## src/rtl/adc_regfile_pkg.sv

```systemverilog
package adc_regfile_pkg;

    localparam int NCH     = 4;
    localparam int RES_W   = 16;
    localparam int TH_W    = 8;
    localparam int CH_W    = $clog2(NCH);
    localparam int ADDR_W  = 5;
    localparam int RC_W    = 4;
    localparam int NBITS_W = $clog2(RES_W) + 1;

    typedef struct packed {
        logic            oe;
        logic            oc;
        logic [RC_W-1:0] rc;
    } ctl0_t;

    typedef struct packed {
        logic afh;
        logic afl;
        logic aeh;
        logic ael;
        logic ir;
    } ctl1_t;

    typedef struct packed {
        logic [NCH-1:0][RES_W-1:0] res;
        ctl0_t [NCH-1:0]           c0;
        ctl1_t [NCH-1:0]           c1;
        logic [NCH-1:0][TH_W-1:0]  lo;
        logic [NCH-1:0][TH_W-1:0]  hi;
        logic                      por;
    } regs_t;

    function automatic logic [NBITS_W-1:0] res_bits(input logic [RC_W-1:0] rc);
        return (rc == '0) ? NBITS_W'(RES_W) : NBITS_W'(rc);
    endfunction

endpackage

```

## src/rtl/adc_alarm_eval.sv

```systemverilog
module adc_alarm_eval
    import adc_regfile_pkg::*;
(
    input  logic [RES_W-1:0] raw,
    input  logic [RC_W-1:0]  rc,
    input  logic [TH_W-1:0]  th_lo,
    input  logic [TH_W-1:0]  th_hi,
    output logic [RES_W-1:0] kept,
    output logic             flag_hi,
    output logic             flag_lo
);
    logic [NBITS_W-1:0] nbits;
    logic [NBITS_W-1:0] drop_res;
    logic [NBITS_W-1:0] drop_th;
    logic [TH_W-1:0]    th_mask;
    logic [TH_W-1:0]    top;

    always_comb begin
        nbits    = res_bits(rc);
        drop_res = NBITS_W'(RES_W) - nbits;
        kept     = raw & ({RES_W{1'b1}} << drop_res);
        top      = kept[RES_W-1 -: TH_W];
        if (nbits >= NBITS_W'(TH_W)) begin
            drop_th = '0;
        end else begin
            drop_th = NBITS_W'(TH_W) - nbits;
        end
        th_mask = {TH_W{1'b1}} << drop_th;
        flag_hi = top > (th_hi & th_mask);
        flag_lo = top < (th_lo & th_mask);
    end
endmodule

```

## src/rtl/adc_search_or.sv

```systemverilog
module adc_search_or
    import adc_regfile_pkg::*;
(
    input  ctl1_t [NCH-1:0] c1,
    input  logic            por,
    output logic            hit
);
    logic [NCH-1:0] ch_hit;

    for (genvar i = 0; i < NCH; i++) begin : g_ch
        assign ch_hit[i] = (c1[i].aeh & c1[i].afh) | (c1[i].ael & c1[i].afl);
    end

    assign hit = por | (|ch_hit);
endmodule

```

## src/rtl/adc_regfile.sv

```systemverilog
module adc_regfile
    import adc_regfile_pkg::*;
(
    input  logic              clk,
    input  logic              rst_n,
    input  logic              bus_we,
    input  logic [ADDR_W-1:0] bus_addr,
    input  logic [7:0]        bus_wdata,
    output logic [7:0]        bus_rdata,
    input  logic              ld_valid,
    input  logic [CH_W-1:0]   ld_chan,
    input  logic [RES_W-1:0]  ld_value,
    output logic [NCH-1:0]    pin_drive,
    output logic              search_hit
);
    localparam logic [1:0] PG_RES = 2'd0;
    localparam logic [1:0] PG_CTL = 2'd1;
    localparam logic [1:0] PG_TH  = 2'd2;

    regs_t regs_d, regs_q;

    logic [1:0]       pg;
    logic [CH_W-1:0]  ach;
    logic             hb;
    logic [RES_W-1:0] ev_kept;
    logic             ev_hi, ev_lo;

    assign pg  = bus_addr[4:3];
    assign ach = bus_addr[2:1];
    assign hb  = bus_addr[0];

    adc_alarm_eval u_eval (
        .raw     (ld_value),
        .rc      (regs_q.c0[ld_chan].rc),
        .th_lo   (regs_q.lo[ld_chan]),
        .th_hi   (regs_q.hi[ld_chan]),
        .kept    (ev_kept),
        .flag_hi (ev_hi),
        .flag_lo (ev_lo)
    );

    adc_search_or u_search (
        .c1  (regs_q.c1),
        .por (regs_q.por),
        .hit (search_hit)
    );

    for (genvar i = 0; i < NCH; i++) begin : g_pin
        assign pin_drive[i] = regs_q.c0[i].oe & ~regs_q.c0[i].oc;
    end

    always_comb begin
        regs_d = regs_q;
        if (bus_we) begin
            case (pg)
                PG_CTL: begin
                    if (!hb) begin
                        regs_d.c0[ach].oe = bus_wdata[7];
                        regs_d.c0[ach].oc = bus_wdata[6];
                        regs_d.c0[ach].rc = bus_wdata[3:0];
                    end else begin
                        regs_d.c1[ach].ir  = bus_wdata[0];
                        regs_d.c1[ach].ael = bus_wdata[2];
                        regs_d.c1[ach].aeh = bus_wdata[3];
                        regs_d.c1[ach].afl = regs_q.c1[ach].afl & bus_wdata[4];
                        regs_d.c1[ach].afh = regs_q.c1[ach].afh & bus_wdata[5];
                        regs_d.por         = bus_wdata[7];
                    end
                end
                PG_TH: begin
                    if (!hb) regs_d.lo[ach] = bus_wdata;
                    else     regs_d.hi[ach] = bus_wdata;
                end
                default: ;
            endcase
        end
        if (ld_valid) begin
            regs_d.res[ld_chan]    = ev_kept;
            regs_d.c1[ld_chan].afh = ev_hi;
            regs_d.c1[ld_chan].afl = ev_lo;
        end
    end

    always_ff @(posedge clk) begin
        if (!rst_n) begin
            regs_q.res <= '0;
            regs_q.lo  <= '0;
            regs_q.hi  <= '1;
            regs_q.por <= 1'b1;
            for (int i = 0; i < NCH; i++) begin
                regs_q.c0[i] <= '{oe: 1'b0, oc: 1'b0, rc: 4'd8};
                regs_q.c1[i] <= '{afh: 1'b0, afl: 1'b0, aeh: 1'b1, ael: 1'b1, ir: 1'b0};
            end
        end else begin
            regs_q <= regs_d;
        end
    end

    always_comb begin
        bus_rdata = '0;
        case (pg)
            PG_RES: bus_rdata = hb ? regs_q.res[ach][15:8] : regs_q.res[ach][7:0];
            PG_CTL: begin
                if (!hb) begin
                    bus_rdata = {regs_q.c0[ach].oe, regs_q.c0[ach].oc, 2'b00, regs_q.c0[ach].rc};
                end else begin
                    bus_rdata = {regs_q.por, 1'b0, regs_q.c1[ach].afh, regs_q.c1[ach].afl,
                                 regs_q.c1[ach].aeh, regs_q.c1[ach].ael, 1'b0, regs_q.c1[ach].ir};
                end
            end
            PG_TH:   bus_rdata = hb ? regs_q.hi[ach] : regs_q.lo[ach];
            default: bus_rdata = '0;
        endcase
    end
endmodule

```

## config.mk

```make
export PLATFORM = sky130hd
export DESIGN_NAME = adc_regfile
export DESIGN_NICKNAME = d
export VERILOG_FILES = /design/src/rtl/adc_regfile_pkg.sv /design/src/rtl/adc_alarm_eval.sv /design/src/rtl/adc_search_or.sv /design/src/rtl/adc_regfile.sv
export SDC_FILE = /design/constraint.sdc
export NUM_CORES = 1
export LEC_CHECK = 0
export BUFFER_PORTS_ARGS = -buffer_cell sky130_fd_sc_hd__buf_4
export CORE_MARGIN = 1.5
export CORE_UTILIZATION = 25
export DETAILED_ROUTE_END_ITERATION = 12
export PLACE_DENSITY = 0.48
export SLEW_MARGIN = 5
export SYNTH_ARGS = -nofsm -noshare
export SYNTH_HDL_FRONTEND = slang
export SYNTH_SLANG_ARGS = --single-unit
```

## constraint.sdc

```tcl
create_clock -name clk -period 12 [get_ports clk]
set_clock_uncertainty 0.05 [all_clocks]
set_input_delay 3 -clock clk [delete_from_list [all_inputs] [get_ports clk]]
set_output_delay 3 -clock clk [all_outputs]
set_load 0.01 [all_outputs]
```

Yosys cells after proc, flatten, opt, wreduce, memory -nomap -nowiden
Cells that the tools add are included.
Widths: inputs -> output; s select.
{"block": "op_classes", "order_cmp": 7, "shifts": 2, "n_eq_ne": 2, "div": 0, "muxes": 68, "bitwise": 27, "add_sub_neg": 2, "mul": 0, "reduce_logical": 9}
{"op": "$bwmux 20", "count": 7}
{"op": "$mux 85", "count": 1}
{"op": "$bwmux 24", "count": 3}
{"op": "$demux 5 s2", "count": 7}
{"op": "$bmux 8 s2", "count": 4}
{"op": "$bwmux 32", "count": 2}
{"op": "$bwmux 64", "count": 1}
{"op": "$mux 32", "count": 2}
{"op": "$mux 64", "count": 1}
{"op": "$mux 8", "count": 8}
{"op": "$mux 20", "count": 3}
{"op": "$demux 6 s2", "count": 3}
{"op": "$bmux 16 s2", "count": 1}
{"op": "$demux 16 s2", "count": 1}
{"op": "$mux 16", "count": 2}
{"op": "$mux 5", "count": 6}
{"op": "$bmux 6 s2", "count": 2}
{"op": "$pmux 8 s3", "count": 1}
{"op": "$and 16x16->16", "count": 1}
{"op": "$and 8x8->8", "count": 2}
{"op": "$demux 8 s2", "count": 1}
{"op": "$mux 4", "count": 4}
{"op": "$shl 16x5->16 const A", "count": 1}
{"op": "$and 1x1->1", "count": 14}
{"op": "22 further kinds", "count": 39}
{"block": "totals", "mem_count": 0, "mem_bits_rw": 0, "input_bits": 35, "reg_bits": 173, "romBits": 0, "latchBits": 0}

Depth between registers and ports, before layout
Gate-level depths: netlist of run 1.
{"block": "depth", "word_depth": 15, "ltp_mapped": 16, "mapped_depth_nobuf": 15}

By module
A second synthesis of run 1 with hierarchy kept.
{"block": "hier_totals", "cells_unflattened": 1062, "area_unflattened_um2": 9470.3}
{"module": "adc_regfile", "cells_each": 952, "area_per_inst_um2": 8708.4, "instances": 1}
{"module": "adc_alarm_eval", "cells_each": 105, "area_per_inst_um2": 718.2, "instances": 1}
{"module": "adc_search_or", "cells_each": 5, "area_per_inst_um2": 43.8, "instances": 1}

Worst setup path before layout of run 1
Ideal clock, no wire load.
{"block": "synth_path", "path_kind": "input-to-output", "start": "in bus_addr[1]", "end": "out bus_rdata[2]", "t_required_ns": 8.950, "n_path_buf": 4, "arrival_time_ns": 4.835, "path_stages": 7, "path_slack_ns": 4.115, "cell_sequence": "buf_2 > buf_2 > buf_2 > buf_2 > mux4_2 > mux2i_1 > o22ai_1"}
{"block": "synth_between", "elab_chain_cells": 4, "elab_cells_between_ends": 14, "cone_classes": "mux (14)"}
{"item": "from (decl)", "line": "adc_regfile.sv:7", "rtl": "input logic [ADDR_W-1:0] bus_addr,"}
{"item": "$bmux 8 s2, or another cell as far along", "line": "adc_regfile.sv:111", "rtl": "PG_TH: bus_rdata = hb ? regs_q.hi[ach] : regs_q.lo[ach];"}
{"item": "$mux 8 (not written as such), or another cell as far along", "line": "adc_regfile.sv:111"}
{"item": "$mux 8, on equally long branches", "line": "adc_regfile.sv:111, adc_regfile.sv:102, adc_regfile.sv:104"}
{"item": "$pmux 8 s3 (*)", "line": "adc_regfile.sv:101", "rtl": "case (pg)"}
{"item": "to (decl)", "line": "adc_regfile.sv:9", "rtl": "output logic [7:0] bus_rdata,"}
Mark *: on every way between the ends. The rest lies on a longest branch, timed or not. The select of a mux whose other input is x is not followed.

Final worst setup path of run 1
Same ends and word-level chain as after synthesis.

==> results.toml, run 1 <==
[run_status]
outcome = "finished clean"

[timing]
grt_setup_unrepaired = "no"
hold_viol = 0
timing.final.setup_violations = 0
setup_tns_ps = 0
maxClockFrequency_ghz = 0.120
worst-slew-pin-transition_ps = 1050
fin_crit_ps = 8340
timing.final.crit_share_pct = 69.5
slew-limit-headroom_pct = 29.9
final_max_slew_viol_count = 0

[cells_and_area]
sequential_cell_area_sq_um = 3460
fin_nets = 1037
syn2layout_area_growth_pct = 13.8
layout_top_registers = "regs_q: 173 flops"
multiInputGateArea_sq_um = 5510
antenna-diode-count = 0
nFillCells = 3837
drive_gt1_share_pct = 18.5
flip_flop_count_of_the_largest_register_after_layout = 173
max_flop_register = "regs_q"

[place]
detailed_place_hpwl_microns = 22300
gp_congestion = 0.826
io_buffers = 47

[floorplanning]
die_width_microns = 197
die_h_microns = 197
rows = 70
start_util_pct = 25.5
design.die.area_sq_um = 38600
coreArea_sq_um = 36700
io_pins = 48

[clock_network]
cts_buffers = 17
buffer_type_at_the_clock_tree_root = "sky130_fd_sc_hd__clkbuf_16"
htreeDepth = 4
cts_tree = "yes"
cts_hold_buf = 0
insertion_delay_ps = 440
clock_tree.buffer_depth = 2
cts_resized = 0
post-cts-setup-buffers = 0
clock_sinks = 173
clkSlewWorstSetupHoldPaths_ps = 70

[detailed_routing]
antenna_left = 0
route.detailed.vias_per_inst = 5.35
detail_route.drc_violations = 0
route.final.wire_length_microns = 32600
detail_route.wl_per_cell_microns = 22.3
drtIter0Drc = 597
detailedRoute.firstPassIterationCount = 5
vias = 7836

[synth]
postSynthAreaPerCell_sq_um = 9.42
synth_seq_cells = 173
synthFlopType = "sky130_fd_sc_hd__dfxtp_1"
synth-edff-count = 0
yosysWarningCount = 0
synth-async-reset-ratio_pct = 0
seq_area_frac_synth_pct = 37.0
netlist_instances = 994
post_synth_num_cell_types = 55
synthesis.nets = 1048
syn-cell-area_sq_um = 9360

[global_route]
via_count_of_the_first_global_routing_pass = 7311
grt_pass1_wl_microns = 48800
globalRouteTotalUtil_pct = 17.1
grt_antenna_before_repair = 0
grt-ovfl-total = 0
maximum_number_of_pins_on_one_net_before_global_route_repair = 106

[pwr]
peakVddDrop_v = 0.0000633
p_leak_uw = 0.00353
cellPowerDensity_nw_per_um2 = 122
fin_total_pwr_uw = 1300

[worst_hold_path]
worst_hold_path_type = "register to register"

[flow_run]
max_cap_viol_count = 0

[setup_path]
end_kind = "primary output"
setup.worst_path.class = "input pin to primary output"
critical_path_data_arrival_time_ps = 5290
worstPathMaxFanout = 51
critPathRequiredTime_ps = 8950
worst-r2r-setup-slack_ps = 7900
cp-start-kind = "input pin"
==> routing by layer <==
metal / track usage (%) / vias to the layer above / wire [microns]
met2: 25.2 / 289 / 14300
met3: 4.53 / 34 / 2390
met5: 0 / - / 0
met4: 4.36 / 0 / 499
li1: - / 3636 / -
met1: 24.5 / 3877 / 15400
==> cells by family after synthesis <==
group                    after synthesis  synth area share (%)
flip-flops                           173                  37.0
multiplexers                         128                  22.6
AO/OA/AOI/OAI                        191                  14.3
AND/OR/NAND/NOR                      383                  19.2
buffers and inverters                100                  4.40
adder cells (fa/ha/maj)               19                  2.54
==> path summary, 6_finish.rpt <==
| path | end | cells past startpoint | startpoint |
|---|---|---|---|
| hold / removal | regs_q[159]$_SDFFE_PN0P_ | 2 | regs_q[159]$_SDFFE_PN0P_ |
| hold reg to reg | regs_q[159]$_SDFFE_PN0P_ | 2 | regs_q[159]$_SDFFE_PN0P_ |
| setup / recovery | bus_rdata[2] | 6 | bus_addr[1] |
| setup reg to reg | regs_q[83]$_SDFF_PN0_ | 15 | regs_q[97]$_SDFFE_PN0P_ |
==> cells in the final DEF, fill, tap and decap left out, types with 7 or more instances in the layout <==
cell type / n
sky130_fd_sc_hd__clkbuf_16: 17
sky130_fd_sc_hd__a21boi_0: 47
sky130_fd_sc_hd__dfxtp_1: 173
sky130_fd_sc_hd__o21ai_0: 32
sky130_fd_sc_hd__nand2b_1: 12
sky130_fd_sc_hd__nand2_1: 152
sky130_fd_sc_hd__buf_4: 61
sky130_fd_sc_hd__mux2i_1: 56
sky130_fd_sc_hd__nor2_1: 29
sky130_fd_sc_hd__o211ai_1: 8
sky130_fd_sc_hd__a21boi_1: 11
sky130_fd_sc_hd__nand3_1: 134
sky130_fd_sc_hd__inv_1: 9
sky130_fd_sc_hd__a31oi_1: 16
sky130_fd_sc_hd__mux4_2: 66
sky130_fd_sc_hd__nor2b_1: 28
sky130_fd_sc_hd__o311ai_0: 12
sky130_fd_sc_hd__a21oi_1: 7
sky130_fd_sc_hd__ha_1: 19
sky130_fd_sc_hd__o31ai_1: 24
==> through the flow <==
step / hold slack, ps / area (sq um) / util (%) / worst slack, ps / instances
finish: 417 / 10700 / 29.0 / 3660 / 1464
global route: 447 / 10700 / 29.0 / 3530 / 1464
global placement: 403 / 10100 / 27.4 / 3680 / 1432
floorplan: 382 / 9360 / - / 4120 / 994
CTS: 418 / 10700 / 29.0 / 3630 / 1464
detailed placement: 409 / 10100 / 27.4 / 3630 / 1432
==> layout make-up <==
cell class	instances	area share (%)
tap	468	5.50
inverter	9	0.317
timing repair buffer	61	4.30
sequential	173	32.5
clock inverter	14	1.49
clock buffer	18	4.12
multi-input combinational	721	51.8
==> critical path, stage by stage <==
cell and delay, ps:
sky130_fd_sc_hd__buf_4 710, sky130_fd_sc_hd__mux4_2 610, sky130_fd_sc_hd__mux4_2 540, sky130_fd_sc_hd__inv_1 120, sky130_fd_sc_hd__o22ai_1 110, sky130_fd_sc_hd__buf_4 170
==> synth_stat cells, types with 16 or more instances <==
cell type | count | area [sq um]
sky130_fd_sc_hd__nand3_1 | 134 | 671
sky130_fd_sc_hd__nor2_1 | 32 | 120
sky130_fd_sc_hd__o31ai_1 | 24 | 180
sky130_fd_sc_hd__nand2_1 | 152 | 571
sky130_fd_sc_hd__dfxtp_1 | 173 | 3460
sky130_fd_sc_hd__o21ai_0 | 32 | 160
sky130_fd_sc_hd__nor2b_1 | 30 | 188
sky130_fd_sc_hd__mux4_2 | 66 | 1490
sky130_fd_sc_hd__clkbuf_1 | 66 | 248
sky130_fd_sc_hd__mux2i_1 | 56 | 561
sky130_fd_sc_hd__a31oi_1 | 16 | 100
sky130_fd_sc_hd__a21boi_0 | 47 | 353
sky130_fd_sc_hd__ha_1 | 19 | 238
==> power by group <==
group          leakage (uW)  internal [uW]  switching (uW)
registers           0.00140            582            7.46
clock network      0.000290            317             259
logic               0.00184           48.4            86.9
No activity file was read; power rests on OpenSTA's default activity.
==> run 2, diff against run 1 <==
--- a/config.mk
+++ b/config.mk
@@ -5,6 +5,7 @@
 export SDC_FILE = /design/constraint.sdc
 export NUM_CORES = 1
 export LEC_CHECK = 0
+export ABC_AREA = 1
 export BUFFER_PORTS_ARGS = -buffer_cell sky130_fd_sc_hd__buf_4
 export CORE_MARGIN = 1.5
 export CORE_UTILIZATION = 25
==> constraint.sdc (replaced) <==
create_clock -name clk -period 7.7 [get_ports clk]
set_clock_uncertainty 0.05 [all_clocks]
set_input_delay 1.925 -clock clk [delete_from_list [all_inputs] [get_ports clk]]
set_output_delay 1.925 -clock clk [all_outputs]
set_load 0.01 [all_outputs]
==> results.toml, run 2 <==
[run_status]
outcome = "finished clean"

[setup_path]
cp_common_cell = "sky130_fd_sc_hd__buf_4"
worstPathMaxFanout = 33
end_kind = "primary output"
last_element_of_the_critical_path = "bus_rdata[7]"
critPathRequiredTime_ps = 5730
timing.critical_path.from = "bus_addr[1]"
r2r-start = "regs_q[103]$_SDFFE_PN0P_"
worst_path_max_delay_cell = "sky130_fd_sc_hd__o311ai_0"
cp-start-kind = "input pin"
worst-r2r-setup-slack_ps = 3710
critical_path_data_arrival_time_ps = 4260
worst_r2r_endpoint = "regs_q[79]$_SDFF_PN0_"
worstPathCellList = "buf_4 > nor2_2 > buf_4 > inv_1 > o22ai_1 > o311ai_0 > o2111ai_1 > buf_4"
setup.worst_path.class = "input pin to primary output"
r2r_cells = 17
max_stage_delay_ps = 670

[synth]
synthesis.nets = 1210
synth.cells.most_frequent = "173 x sky130_fd_sc_hd__dfxtp_1, 171 x sky130_fd_sc_hd__nand2_1, 146 x sky130_fd_sc_hd__o21ai_0"
yosysWarningCount = 0
simple_gate_portion_of_the_synthesized_area_pct = 17.9
synth_top_family_by_area = "compound AO/OA/AOI/OAI gates"
yosysTopAreaCellShare_pct = 40.7
seq_area_frac_synth_pct = 40.7
netlist_instances = 1156
post_synth_num_cell_types = 39
synth-async-reset-ratio_pct = 0
syn-cell-area_sq_um = 8500
post_synth_xor_area_fraction_pct = 0
synth-compound-area-share_pct = 29.4
synth.most_common_cell = "sky130_fd_sc_hd__dfxtp_1"
synthFlopType = "sky130_fd_sc_hd__dfxtp_1"
post_synth_mux_area_share_pct = 0
synth_area_leader_cell = "sky130_fd_sc_hd__dfxtp_1"
post_synth_fa_ha_maj_area_fraction_pct = 2.80
postSynthAreaPerCell_sq_um = 7.35
ys_top_cells_by_area = "sky130_fd_sc_hd__dfxtp_1 41%, sky130_fd_sc_hd__o21ai_0 8.6%, sky130_fd_sc_hd__nand2_1 7.6%, sky130_fd_sc_hd__a21oi_1 7.5%, sky130_fd_sc_hd__inv_1 5.1%"
synth_seq_cells = 173
synth-edff-count = 0

[timing]
grt_setup_unrepaired = "no"
final_max_slew_viol_count = 0
setup_tns_ps = 0
hold_viol = 0
final.setup.worst_slack_ps = 1470
timing.final.setup_violations = 0
worst-slew-pin-transition_ps = 1040
timing.final.crit_share_pct = 80.9
fin_crit_ps = 6230
slew-limit-headroom_pct = 30.5
maxClockFrequency_ghz = 0.160

[cells_and_area]
final_common_cell = "sky130_fd_sc_hd__dfxtp_1"
finish.cell_count_without_fillers = 1626
nFillCells = 3695
fin_nets = 1219
layout_top_registers = "regs_q: 173 flops"
max_flop_register = "regs_q"
most-common-layout-cells = "173 x sky130_fd_sc_hd__dfxtp_1, 171 x sky130_fd_sc_hd__nand2_1, 146 x sky130_fd_sc_hd__o21ai_0"
drive_gt1_share_pct = 11.6
syn2layout_area_growth_pct = 15.8
antenna-diode-count = 0
flip_flop_count_of_the_largest_register_after_layout = 173

[clock_network]
cts_buffers = 17
buffer_type_at_the_clock_tree_root = "sky130_fd_sc_hd__clkbuf_16"
htreeDepth = 4
insertion_delay_ps = 440
clkSlewWorstSetupHoldPaths_ps = 70
cts_resized = 0
clock_tree.buffer_depth = 2
post-cts-setup-buffers = 0
cts_hold_buf = 0
clock_sinks = 173
cts_tree = "yes"

[place]
pre_cts_slack_ps = 1560
placed_cells = 1594
gp_congestion = 0.893
detailed_place_hpwl_microns = 21600
io_buffers = 47

[pwr]
cellPowerDensity_nw_per_um2 = 209
switching_share_pct = 28.7
p_leak_uw = 0.00386
pwr-share-clk_pct = 42.6
switching_power_uw = 591
sequentialPowerShare_pct = 45.4
peakVddDrop_v = 0.000118
power.combinational.fraction_pct = 12.0
internal_power_uw = 1470

[global_route]
grt_antenna_before_repair = 0
maximum_number_of_pins_on_one_net_before_global_route_repair = 79
grt_pass1_wl_microns = 47700
via_count_of_the_first_global_routing_pass = 7808
grt-ovfl-total = 0
globalRouteTotalUtil_pct = 17.7

[floorplanning]
die_width_microns = 187
coreArea_sq_um = 33500
start_util_pct = 25.3
rows = 67
io_pins = 48
die_h_microns = 187
design.die.area_sq_um = 35100

[detailed_routing]
vias = 8265
detail_route.drc_violations = 0
detailedRoute.firstPassIterationCount = 6
drtIter0Drc = 784
detail_route.wl_per_cell_microns = 19.3
route.final.wire_length_microns = 31300
route.detailed.vias_per_inst = 5.08
antenna_left = 0

[worst_hold_path]
worst_hold_path_type = "register to register"

[flow_run]
max_cap_viol_count = 0
-- run 2: changes by cell type after synthesis, sizes merged, moves of 21 or more --
| cell | delta |
|---|---|
| o21ai | +108 |
| o211ai | +21 |
| o31ai | -24 |
| a22oi | +42 |
| nor2b | -30 |
| a21oi | +124 |
| mux4 | -66 |
| a21boi | -58 |
| mux2i | -56 |
| o22ai | +35 |
| nand3 | -58 |
| nand2 | +32 |
| inv | +109 |
| nor2 | +37 |
-- run 2: how the worst min path moves through the flow --
stage                                   startpoint                  endpoint  slack (ps)  cells after the start
after floorplan           regs_q[172]$_SDFFE_PN0P_  regs_q[172]$_SDFFE_PN0P_         380                      2
after global placement    regs_q[156]$_SDFFE_PN0P_  regs_q[156]$_SDFFE_PN0P_         400                      2
after detailed placement  regs_q[156]$_SDFFE_PN0P_  regs_q[156]$_SDFFE_PN0P_         400                      2
after CTS                 regs_q[156]$_SDFFE_PN0P_  regs_q[156]$_SDFFE_PN0P_         410                      2
after global routing       regs_q[41]$_SDFFE_PN0P_   regs_q[41]$_SDFFE_PN0P_         440                      2
final                     regs_q[156]$_SDFFE_PN0P_  regs_q[156]$_SDFFE_PN0P_         410                      2
-- run 2: layout make-up --
type / instances / area (sq um) / share of cell area [%]
clock buffer: 19 / 453 / 4.60
clock inverter: 13 / 131 / 1.33
inverter: 123 / 464 / 4.72
multi-input combinational: 784 / 4280 / 43.4
sequential: 173 / 3460 / 35.2
tap: 448 / 561 / 5.69
timing repair buffer: 66 / 495 / 5.03
-- run 2: routing by layer --
| metal | global-route usage (%) | up-vias | part of all wire [%] |
|---|---|---|---|
| met2 | 28.7 | 260 | 46 |
| li1 | - | 4037 | - |
| met5 | 0 | - | 0 |
| met3 | 2.12 | 57 | 4.9 |
| met4 | 7.45 | 0 | 3.3 |
| met1 | 23.8 | 3911 | 46 |
-- run 2: power groups by stage --
stage / registers, uW / logic, uW / clock network (uW)
floorplan: 951 / 152 / 0
global placement: 955 / 245 / 0
detailed placement: 955 / 246 / 0
CTS: 934 / 246 / 894
global route: 937 / 271 / 930
finish: 935 / 247 / 878
-- run 2: cell families (layout without fill, tap and decap cells) --
| group | after synthesis | count (layout) |
|---|---|---|
| AO/OA/AOI/OAI | 424 | 424 |
| adder cells (fa/ha/maj) | 19 | 19 |
| buffers and inverters | 199 | 221 |
| flip-flops | 173 | 173 |
| AND/OR/NAND/NOR | 341 | 341 |
-- run 2: through the flow --
step / instance area, sq um / hold slack, ps / total power [uW] / utilization [%]
after floorplan: 8500 / 380 / 1100 / -
after global placement: 9260 / 401 / 1200 / 27.6
after detailed placement: 9260 / 402 / 1200 / 27.6
after CTS: 9840 / 413 / 2070 / 29.4
after global routing: 9840 / 438 / 2140 / 29.4
final: 9840 / 413 / 2060 / 29.4
-- run 2: critical path, delay by kind of cell --
kind            cells  cell delay, ps
buf+inv             4            1160
compound gates      3            1120
simple gates        1              30
